<file path="src/rtl/dti_pkg.sv">
package dti_pkg;

    typedef enum logic [1:0] {
        ST_FREE     = 2'd0,
        ST_SELECTED = 2'd1,
        ST_RESERVED = 2'd2
    } sel_state_t;

    // 3-of-6 location pattern placed on response bits 2..7
    function automatic logic [7:0] loc_pattern(input logic [2:0] id);
        logic [7:0] p;
        unique case (id)
            3'd0: p = 8'b0001_1100;
            3'd1: p = 8'b1000_1100;
            3'd2: p = 8'b0101_0100;
            3'd3: p = 8'b1100_0100;
            3'd4: p = 8'b0011_1000;
            3'd5: p = 8'b1010_1000;
            3'd6: p = 8'b0111_0000;
            default: p = 8'b1110_0000;
        endcase
        return p;
    endfunction

endpackage

</file>
<file path="src/rtl/dti_tag_decode.sv">
module dti_tag_decode #(
    parameter int TAG_W = 4,
    parameter int BUS_W = 8,
    localparam int NTAG = 1 << TAG_W
) (
    input  logic             clk,
    input  logic             rst_n,
    input  logic [TAG_W-1:0] tag_code,
    input  logic             tag_par,
    input  logic             tag_gate,
    input  logic [BUS_W-1:0] bus_out,
    input  logic             bo_par,
    output logic             tv_c,
    output logic             bo_ok_c,
    output logic             tag_valid,
    output logic [NTAG-1:0]  tag_strobe
);

    logic [NTAG-1:0] strobe_c;

    assign tv_c    = tag_gate && (tag_code != '0) && (^{tag_code, tag_par});
    assign bo_ok_c = ^{bus_out, bo_par};

    for (genvar g = 0; g < NTAG; g++) begin : g_strobe
        assign strobe_c[g] = tv_c && (tag_code == TAG_W'(g));
    end

    always_ff @(posedge clk or negedge rst_n) begin
        if (!rst_n) begin
            tag_valid  <= 1'b0;
            tag_strobe <= '0;
        end else begin
            tag_valid  <= tv_c;
            tag_strobe <= strobe_c;
        end
    end

    p_strobe_onehot_r2: assert property (@(posedge clk) disable iff (!rst_n)
        $onehot0(tag_strobe));
    p_strobe_needs_valid_r2: assert property (@(posedge clk) disable iff (!rst_n)
        (|tag_strobe) |-> tag_valid);
    p_valid_needs_gate_r1: assert property (@(posedge clk) disable iff (!rst_n)
        tag_gate |=> (tag_valid || !$past(tv_c)));

endmodule

</file>
<file path="src/rtl/dti_select_fsm.sv">
module dti_select_fsm
    import dti_pkg::*;
#(
    parameter int TAG_W    = 4,
    parameter int BUS_W    = 8,
    parameter int SEL_TAG  = 3,
    parameter int LOG_ADDR = 5
) (
    input  logic             clk,
    input  logic             rst_n,
    input  logic             tv_c,
    input  logic             bo_ok_c,
    input  logic [TAG_W-1:0] tag_code,
    input  logic [BUS_W-1:0] bus_out,
    input  logic             mod_sel,
    input  logic             gen_reset,
    output logic             selected,
    output logic             reserved
);

    localparam logic [BUS_W-1:0] ADDR_BYTE = BUS_W'(1) << LOG_ADDR;

    sel_state_t state_q, state_d;
    logic       sel_cmd, sel_hit, sel_miss;

    assign sel_cmd  = tv_c && bo_ok_c && mod_sel && (tag_code == TAG_W'(SEL_TAG));
    assign sel_hit  = sel_cmd && (bus_out == ADDR_BYTE);
    assign sel_miss = sel_cmd && (bus_out != ADDR_BYTE);

    always_ff @(posedge clk or negedge rst_n) begin
        if (!rst_n) state_q <= ST_FREE;
        else        state_q <= state_d;
    end

    always_comb begin
        state_d = state_q;
        unique case (state_q)
            ST_FREE: begin
                if (sel_hit) state_d = ST_SELECTED;          // T_SELECT
            end
            ST_SELECTED: begin
                if (sel_miss) state_d = ST_RESERVED;         // T_RELEASE
            end
            ST_RESERVED: begin
                if (sel_hit)        state_d = ST_SELECTED;   // T_RESELECT
                else if (gen_reset) state_d = ST_FREE;       // T_CLEAR
            end
            default: state_d = ST_FREE;
        endcase
    end

    assign selected = (state_q == ST_SELECTED);
    assign reserved = (state_q == ST_RESERVED);

    p_sel_excl_r4: assert property (@(posedge clk) disable iff (!rst_n)
        !(selected && reserved));
    p_reserve_from_sel_r4: assert property (@(posedge clk) disable iff (!rst_n)
        $rose(reserved) |-> $past(selected));
    p_genreset_hold_r5: assert property (@(posedge clk) disable iff (!rst_n)
        (selected && gen_reset && !sel_cmd) |=> selected);
    p_select_hit_r3: assert property (@(posedge clk) disable iff (!rst_n)
        sel_hit |=> selected);

endmodule

</file>
<file path="src/rtl/dti_cmd_gate.sv">
module dti_cmd_gate #(
    parameter int TAG_W    = 4,
    parameter int BUS_W    = 8,
    parameter int SEL_TAG  = 3,
    parameter int POLL_TAG = 2,
    parameter int OP_TAG   = 11,
    parameter int POLL_BIT = 7
) (
    input  logic             clk,
    input  logic             rst_n,
    input  logic             tv_c,
    input  logic             bo_ok_c,
    input  logic [TAG_W-1:0] tag_code,
    input  logic [BUS_W-1:0] bus_out,
    input  logic             selected,
    input  logic             intr_pend,
    output logic             cmd_valid,
    output logic             if_check,
    output logic             poll_q,
    output logic [BUS_W-1:0] bo_hold
);

    logic is_op, is_sel, is_poll, par_pass, cmd_c, poll_c, bad_c;

    assign is_op    = (tag_code == TAG_W'(OP_TAG));
    assign is_sel   = (tag_code == TAG_W'(SEL_TAG));
    assign is_poll  = (tag_code == TAG_W'(POLL_TAG));
    assign par_pass = bo_ok_c || is_op;
    assign cmd_c    = tv_c && selected && par_pass && !is_sel && !is_poll;
    assign poll_c   = tv_c && is_poll && bo_ok_c && bus_out[POLL_BIT] && intr_pend;
    assign bad_c    = tv_c && !par_pass;

    always_ff @(posedge clk or negedge rst_n) begin
        if (!rst_n) begin
            cmd_valid <= 1'b0;
            if_check  <= 1'b0;
            poll_q    <= 1'b0;
            bo_hold   <= '0;
        end else begin
            cmd_valid <= cmd_c;
            poll_q    <= poll_c;
            if (bad_c) if_check <= 1'b1;
            if (tv_c)  bo_hold  <= bus_out;
        end
    end

    p_ifchk_sticky_r10: assert property (@(posedge clk) disable iff (!rst_n)
        if_check |=> if_check);
    p_cmd_needs_sel_r9: assert property (@(posedge clk) disable iff (!rst_n)
        cmd_valid |-> $past(selected));
    p_hold_stable_r11: assert property (@(posedge clk) disable iff (!rst_n)
        !tv_c |=> $stable(bo_hold));

endmodule

</file>
<file path="src/rtl/dti_bus_in.sv">
module dti_bus_in
    import dti_pkg::*;
#(
    parameter int BUS_W    = 8,
    parameter int LOG_ADDR = 5,
    parameter int LOC_ID   = 3
) (
    input  logic             clk,
    input  logic             rst_n,
    input  logic             selected,
    input  logic             poll_q,
    output logic [BUS_W-1:0] bus_in,
    output logic             bi_par
);

    localparam logic [BUS_W-1:0] ADDR_BYTE = BUS_W'(1) << LOG_ADDR;
    localparam logic [BUS_W-1:0] LOC_BYTE  = BUS_W'(loc_pattern(3'(LOC_ID)));

    always_comb begin
        if (poll_q)        bus_in = ADDR_BYTE;
        else if (selected) bus_in = LOC_BYTE;
        else               bus_in = '0;
    end

    assign bi_par = ~^bus_in;

    p_bi_odd_r8: assert property (@(posedge clk) disable iff (!rst_n)
        ^{bus_in, bi_par});
    p_loc_weight_r6: assert property (@(posedge clk) disable iff (!rst_n)
        (selected && !poll_q) |-> ($countones(bus_in) == 3));
    p_poll_single_r7: assert property (@(posedge clk) disable iff (!rst_n)
        poll_q |-> ($countones(bus_in) == 1));

endmodule

</file>
<file path="src/rtl/drive_tag_port.sv">
module drive_tag_port #(
    parameter int TAG_W    = 4,
    parameter int BUS_W    = 8,
    parameter int LOG_ADDR = 5,
    parameter int LOC_ID   = 3,
    parameter int SEL_TAG  = 3,
    parameter int POLL_TAG = 2,
    parameter int OP_TAG   = 11,
    parameter int POLL_BIT = 7,
    localparam int NTAG    = 1 << TAG_W
) (
    input  logic             clk,
    input  logic             rst_n,
    input  logic [TAG_W-1:0] tag_code,
    input  logic             tag_par,
    input  logic             tag_gate,
    input  logic [BUS_W-1:0] bus_out,
    input  logic             bo_par,
    input  logic             mod_sel,
    input  logic             gen_reset,
    input  logic             intr_pend,
    output logic             tag_valid,
    output logic [NTAG-1:0]  tag_strobe,
    output logic             cmd_valid,
    output logic [BUS_W-1:0] bo_hold,
    output logic             if_check,
    output logic             selected,
    output logic             reserved,
    output logic [BUS_W-1:0] bus_in,
    output logic             bi_par
);

    logic tv_c, bo_ok_c, poll_q;

    dti_tag_decode #(.TAG_W(TAG_W), .BUS_W(BUS_W)) u_dec (
        .clk(clk), .rst_n(rst_n), .tag_code(tag_code), .tag_par(tag_par),
        .tag_gate(tag_gate), .bus_out(bus_out), .bo_par(bo_par),
        .tv_c(tv_c), .bo_ok_c(bo_ok_c), .tag_valid(tag_valid),
        .tag_strobe(tag_strobe)
    );

    dti_select_fsm #(.TAG_W(TAG_W), .BUS_W(BUS_W), .SEL_TAG(SEL_TAG),
                     .LOG_ADDR(LOG_ADDR)) u_fsm (
        .clk(clk), .rst_n(rst_n), .tv_c(tv_c), .bo_ok_c(bo_ok_c),
        .tag_code(tag_code), .bus_out(bus_out), .mod_sel(mod_sel),
        .gen_reset(gen_reset), .selected(selected), .reserved(reserved)
    );

    dti_cmd_gate #(.TAG_W(TAG_W), .BUS_W(BUS_W), .SEL_TAG(SEL_TAG),
                   .POLL_TAG(POLL_TAG), .OP_TAG(OP_TAG),
                   .POLL_BIT(POLL_BIT)) u_cmd (
        .clk(clk), .rst_n(rst_n), .tv_c(tv_c), .bo_ok_c(bo_ok_c),
        .tag_code(tag_code), .bus_out(bus_out), .selected(selected),
        .intr_pend(intr_pend), .cmd_valid(cmd_valid), .if_check(if_check),
        .poll_q(poll_q), .bo_hold(bo_hold)
    );

    dti_bus_in #(.BUS_W(BUS_W), .LOG_ADDR(LOG_ADDR), .LOC_ID(LOC_ID)) u_bi (
        .clk(clk), .rst_n(rst_n), .selected(selected), .poll_q(poll_q),
        .bus_in(bus_in), .bi_par(bi_par)
    );

endmodule

</file>
<file path="config.mk">
export PLATFORM = sky130hd
export DESIGN_NAME = drive_tag_port
export DESIGN_NICKNAME = d
export VERILOG_FILES = /design/src/rtl/dti_pkg.sv /design/src/rtl/dti_tag_decode.sv /design/src/rtl/dti_select_fsm.sv /design/src/rtl/dti_cmd_gate.sv /design/src/rtl/dti_bus_in.sv /design/src/rtl/drive_tag_port.sv
export SDC_FILE = /design/constraint.sdc
export NUM_CORES = 1
export LEC_CHECK = 0
export BUFFER_PORTS_ARGS = -buffer_cell sky130_fd_sc_hd__buf_2
export CAP_MARGIN = 20
export CORE_MARGIN = 1.5
export CORE_UTILIZATION = 47
export DETAILED_ROUTE_END_ITERATION = 12
export PLACE_DENSITY = 0.82
export SLEW_MARGIN = 20
export SYNTH_ARGS = -nofsm -noshare
export SYNTH_HDL_FRONTEND = slang
export SYNTH_SLANG_ARGS = --single-unit
</file>
<file path="constraint.sdc">
create_clock -name clk -period 1.68 [get_ports clk]
set_clock_uncertainty 0.2 [all_clocks]
set_input_delay 0.42 -clock clk [delete_from_list [all_inputs] [get_ports clk]]
set_output_delay 0.42 -clock clk [all_outputs]
set_load 0.05 [all_outputs]
</file>
Yosys cells after proc, flatten, opt, wreduce, memory -nomap -nowiden --
Index checks and enable logic that the tools add are counted.
Cells by class: equal/unequal tests 22, mux-type cells 7, reduce and logical (&&, ||, !) cells 42
Operators with widths (number):
- $eq 4x4->1 const B | 8
- $logic_and 1x1->1 | 31
- $eq 4x3->1 const B | 4
- $mux 8 | 2
- $reduce_xor 9->1 | 1
- $eq 4x2->1 const B | 2
- $eq 8x6->1 const B | 1
- $mux 2 | 4
- $ne 8x6->1 const B | 1
- $reduce_xnor 8->1 | 1
- $pmux 2 s3 | 1
- $reduce_xor 5->1 | 1
- $eq 4x1->1 const B | 1
- $logic_not 4->1 | 1
- $reduce_bool 4->1 | 1
- $logic_not 1->1 | 3
- $ne 3x2->1 const B | 1
- $reduce_and 3->1 | 1
- $eq 2x1->1 const B | 1
- $eq 2x2->1 const B | 1
- $logic_not 2->1 | 1
- $ne 2x1->1 const B | 1
- $ne 2x2->1 const B | 1
- $logic_or 1x1->1 | 1
Storage, ports and cells: register bits 30, output and inout bits 38, word-level logic and storage cells 78

Longest topological paths before layout --
word-level depth 9, depth in mapped cells 6

Modules after synthesis --
Synthesis repeated with hierarchy kept, for this count alone.
Unflattened totals: cell total of the unflattened synthesis 117, area total of the unflattened synthesis 1427.6 um^2
Modules (own cells, without submodules):
- dti_tag_decode | instances 1, cells each 64, area an instance 740.7 um^2, sequential area each 425.4 um^2
- dti_cmd_gate | instances 1, cells each 27, area an instance 434.2 um^2, sequential area each 275.3 um^2
- dti_select_fsm | instances 1, cells each 16, area an instance 178.9 um^2, sequential area each 50.0 um^2
- dti_bus_in | instances 1, cells each 10, area an instance 73.8 um^2, sequential area each 0.0 um^2

Worst setup path after synthesis --
Ideal clock, no wire load.
path kind register -> output, from register u_fsm.state_q[1], to output bus_in[6], arrival time 1.588 ns, data required time 1.060 ns, path slack -0.528 ns, stages on the path, launching flop included 4, cell sequence dfrtp_1 nand2b_1 nor2_1 buf_4
On the way: cells in the longest elaborated chain, start to end 3
Ends and longest elaborated chain:
- start, declared | line dti_select_fsm.sv:23 | sel_state_t state_q, state_d;
- start signal, assigned | line dti_select_fsm.sv:32 | else state_q <= state_d;
- $eq 2x1->1 | line dti_select_fsm.sv:52 | assign selected = (state_q == ST_SELECTED);
- $mux 8 | line dti_bus_in.sv:21 | else if (selected) bus_in = LOC_BYTE;
- $mux 8 | line dti_bus_in.sv:20 | if (poll_q) bus_in = ADDR_BYTE;
- end, declared | line drive_tag_port.sv:29 | output logic [BUS_W-1:0] bus_in,
Every way passes these cells.

Worst setup path in the final report --
from input tag_par, to register u_cmd.bo_hold[2]
On the way: cells in the longest elaborated chain, start to end 2
Ends and longest elaborated chain:
- start, declared | line drive_tag_port.sv:15 | input logic tag_par,
- $reduce_xor 5->1 | line dti_tag_decode.sv:21 | assign tv_c = tag_gate && (tag_code != '0) && (^{tag_code, tag_par});
- $logic_and 1x1->1 | line dti_tag_decode.sv:21
- end signal, assigned | line dti_cmd_gate.sv:43 | if (tv_c) bo_hold <= bus_out;
- end, declared | line dti_cmd_gate.sv:20 | output logic [BUS_W-1:0] bo_hold
Every way passes these cells. A chain may end at the register's enable or synchronous reset.

==> flow_metrics.env <==
export IMPL_critPathKind="primary input to flop"
export IMPL_ant_nets=0
export IMPL_die_height_um=58.6
export IMPL_hold_path_class="primary input to flop"
export IMPL_ys_seq_area_frac=0.516
export IMPL_drive_gt1_frac=0.660
export IMPL_finalSetupViolCount=14
export IMPL_area_growth_pct=58.3
export IMPL_antenna_found_initial=0
export IMPL_synth_warnings=0
export IMPL_vias_per_cell=5.28
export IMPL_wl_per_cell_um=15.5
export IMPL_fmax_mhz=542
export IMPL_cp_top_family="buffers and inverters"
export IMPL_synth_cells=122
export IMPL_clock_root_buffer="clkbuf_4"
export IMPL_grt_pass1_vias=1180
export IMPL_cts_reportedPaths_clkPinSlew_ps=90
export IMPL_finish_net_count=226
export IMPL_grt_usage=0.225
export IMPL_setup_ws_ps=-165
export IMPL_path_max_fanout=5
export IMPL_total_power_w=0.00249
export IMPL_h_tree_depth=2
export IMPL_io_pins=58
export IMPL_ys_ff_latch=30
export IMPL_rsz0062_at_grt="true"
export IMPL_power_density_nw_per_um2=1080
export IMPL_initialDrtViolationCount=48
export IMPL_routabilityCongestion=0.797
export IMPL_grt_max_degree=31
export IMPL_path_buf_inv=5
export IMPL_slowest_delay_ps=320
export IMPL_dr_pass1_iters=8
export IMPL_drv_cap=0
export IMPL_worst_skew_pair_late_latency_ps=330
export IMPL_dp_hpwl_um=2420
export IMPL_peakVddDrop_mv=0.807
export IMPL_crit_chain="buf_6 -> buf_4 -> nor3b_1 -> a21o_1 -> o311ai_4 -> buf_6 -> buf_6 -> buf_16 -> mux2_2"
export IMPL_die_area_um2=3440
export IMPL_coreArea_um2=3000
export IMPL_period_minus_slack_ps=1840
export IMPL_syn_area_um2=1450
export IMPL_tightest_slew_ps=650
export IMPL_start_kind="primary input"
export IMPL_syn_avg_cell_area_um2=11.9
export IMPL_drc=1
export IMPL_vias=1262
export IMPL_drv_slew=0
export IMPL_failed_checks="DRC, setup timing"
export IMPL_grt_overflow=0
export IMPL_drt_wl_total_um=3710
export IMPL_finalCritPeriodShare=1.10
export IMPL_cp_common_cell="buf_6"
export IMPL_leakage_nw=1.18
export IMPL_die_x_um=58.6
export IMPL_finalSetupTns_ps=-1510
export IMPL_end_kind="flop"
export IMPL_cts_made_buffers=5
export IMPL_diodes=0
export IMPL_relSlewSlack=0.567
export IMPL_grt_pass1_wl_um=5550
export IMPL_status="complete, but fails checks"
export IMPL_worstPathArrival_ps=1870
export IMPL_start_util=0.484
export IMPL_clock_sinks=30
export IMPL_cts_tree="built"
export IMPL_rows=20
export IMPL_synth_cell_types=36
export IMPL_clockBufferDepth=2
export IMPL_numPortBuffers=53
export IMPL_hold_viol_final=0
export IMPL_cp_required_ps=1710
export IMPL_critical_path_slowest_cell="o311ai_4"
==> worst paths after layout <==
| check | startpoint | endpoint | slack, ps | cells past startpoint |
|---|---|---|---|---|
| worst max-delay path | tag_par | u_cmd.bo_hold[2] | -160 | 9 |
| worst min-delay path | intr_pend | u_cmd.poll_q | 160 | 3 |
| worst max register to register | u_fsm.state_q[0] | u_fsm.state_q[1] | 10 | 6 |
| worst min register to register | u_cmd.if_check | u_cmd.if_check | 270 | 1 |
| max in group asynchronous | rst_n | u_fsm.state_q[0] | 380 | 2 |
| min in group asynchronous | rst_n | u_dec.tag_strobe[13] | 440 | 2 |
==> layout by cell type, fill, tap and decap left out, types with 3 or more instances in the layout <==
cell type  instances
nor4_1             3
buf_4             24
nor3_1             6
conb_1             5
clkbuf_4           5
buf_6             12
mux2_4             4
nor3_4             3
buf_8              3
buf_2             43
nand2_1            5
mux2_2             4
nand2b_4           3
dfrtp_1           28
nor4_2             4
nor2_1             3
==> worst register-to-register path, stage by stage (launching register included) <==
cell     delay [ps]
dfrtp_2         460
buf_6           130
buf_6           110
or3b_4          400
nand2_2          90
mux2i_2          80
nor3_1          120
==> power by group <==
group          leakage, nW  internal, W  switching [W]
logic                0.760     0.000495       0.000760
registers            0.385     0.000796      0.0000479
clock network       0.0308     0.000150       0.000246
total                 1.18      0.00144        0.00105
==> cell families (layout without fill, tap and decap cells) <==
group	Yosys count	after routing	synth area share
muxes	10	10	0.0757
AOI/OAI and AO/OA	7	7	0.0491
xor gates and xnor gates	10	10	0.102
DFF	30	30	0.516
buffers and inverters	15	95	0.0671
other	1	5	0.00258
and+or+nand+nor	49	49	0.187
==> flip-flops by register name, summed over array words and instances (netlist names) <==
name	cells
u_cmd.bo_hold	8
u_fsm.state_q	2
u_cmd.if_check	1
u_cmd.cmd_valid	1
u_dec.tag_valid	1
u_cmd.poll_q	1
u_dec.tag_strobe	16
==> what timing repair did <==
action,CTS,global route
endpoints found under the setup margin,13,26
buffers inserted,2,8
hold buffers,1,0
cloned,2,0
hold endpoints to repair,30,0
pin swaps,2,13
resized for setup,22,34
==> metrics by stage <==
stage	util	instances	setup slack, ps	instance area (um^2)	hold WS, ps
final	0.766	239	-165	2300	162
after global routing	0.766	239	-222	2300	152
after CTS	0.720	234	-161	2160	142
after detailed placement	0.649	222	-386	1950	250
after global placement	0.649	222	-350	1950	259
after floorplan	-	126	-305	1580	-75.6
==> cell type report <==
class | instances | area (um^2)
multi-input cells | 81 | 807
fillers | 173 | 702
clock inverters | 2 | 10.0
repair buffers | 85 | 641
well taps | 33 | 41.3
flip-flops and latches | 30 | 753
clock buffers | 5 | 37.5
inverters | 3 | 11.3
==> per-layer routing <==
metal,vias up,part of all wire,global-route usage
met1,602,0.40,0.261
li1,586,-,-
met2,66,0.51,0.368
met4,0,0.020,0.143
met3,8,0.075,0.0615
met5,-,0,0
==> synth_stat cells <==
master     n  area share
nor2b_1    2      0.0086
and3_1     1      0.0043
xor3_1     1       0.016
nand4_1    2      0.0086
nor3_1    10       0.034
mux2_2     8       0.062
xor2_1     2       0.012
a211oi_1   1      0.0052
nand2b_1   5       0.022
nor2_1     5       0.013
inv_1      2      0.0052
a32oi_1    1      0.0060
conb_1     1      0.0026
or3b_2     2       0.012
o311ai_4   1       0.018
and4b_1    1      0.0069
buf_4      8       0.041
or3_1      1      0.0043
nand2_1    8       0.021
o21ai_0    1      0.0034
nor3b_1    1      0.0052
dfrtp_1   30        0.52
o21a_1     1      0.0052
xnor2_1    4       0.024
or2_2      1      0.0043
a31o_2     1      0.0060
nand3_1    2      0.0069
a21o_1     1      0.0052
buf_6      1      0.0077
mux2i_1    2       0.014
xnor3_1    2       0.031
nor4_1     7       0.030
inv_2      1      0.0026
xor3_4     1       0.019
buf_2      3       0.010
nor4b_1    1      0.0060
No activity file was read; power rests on OpenSTA's default activity.
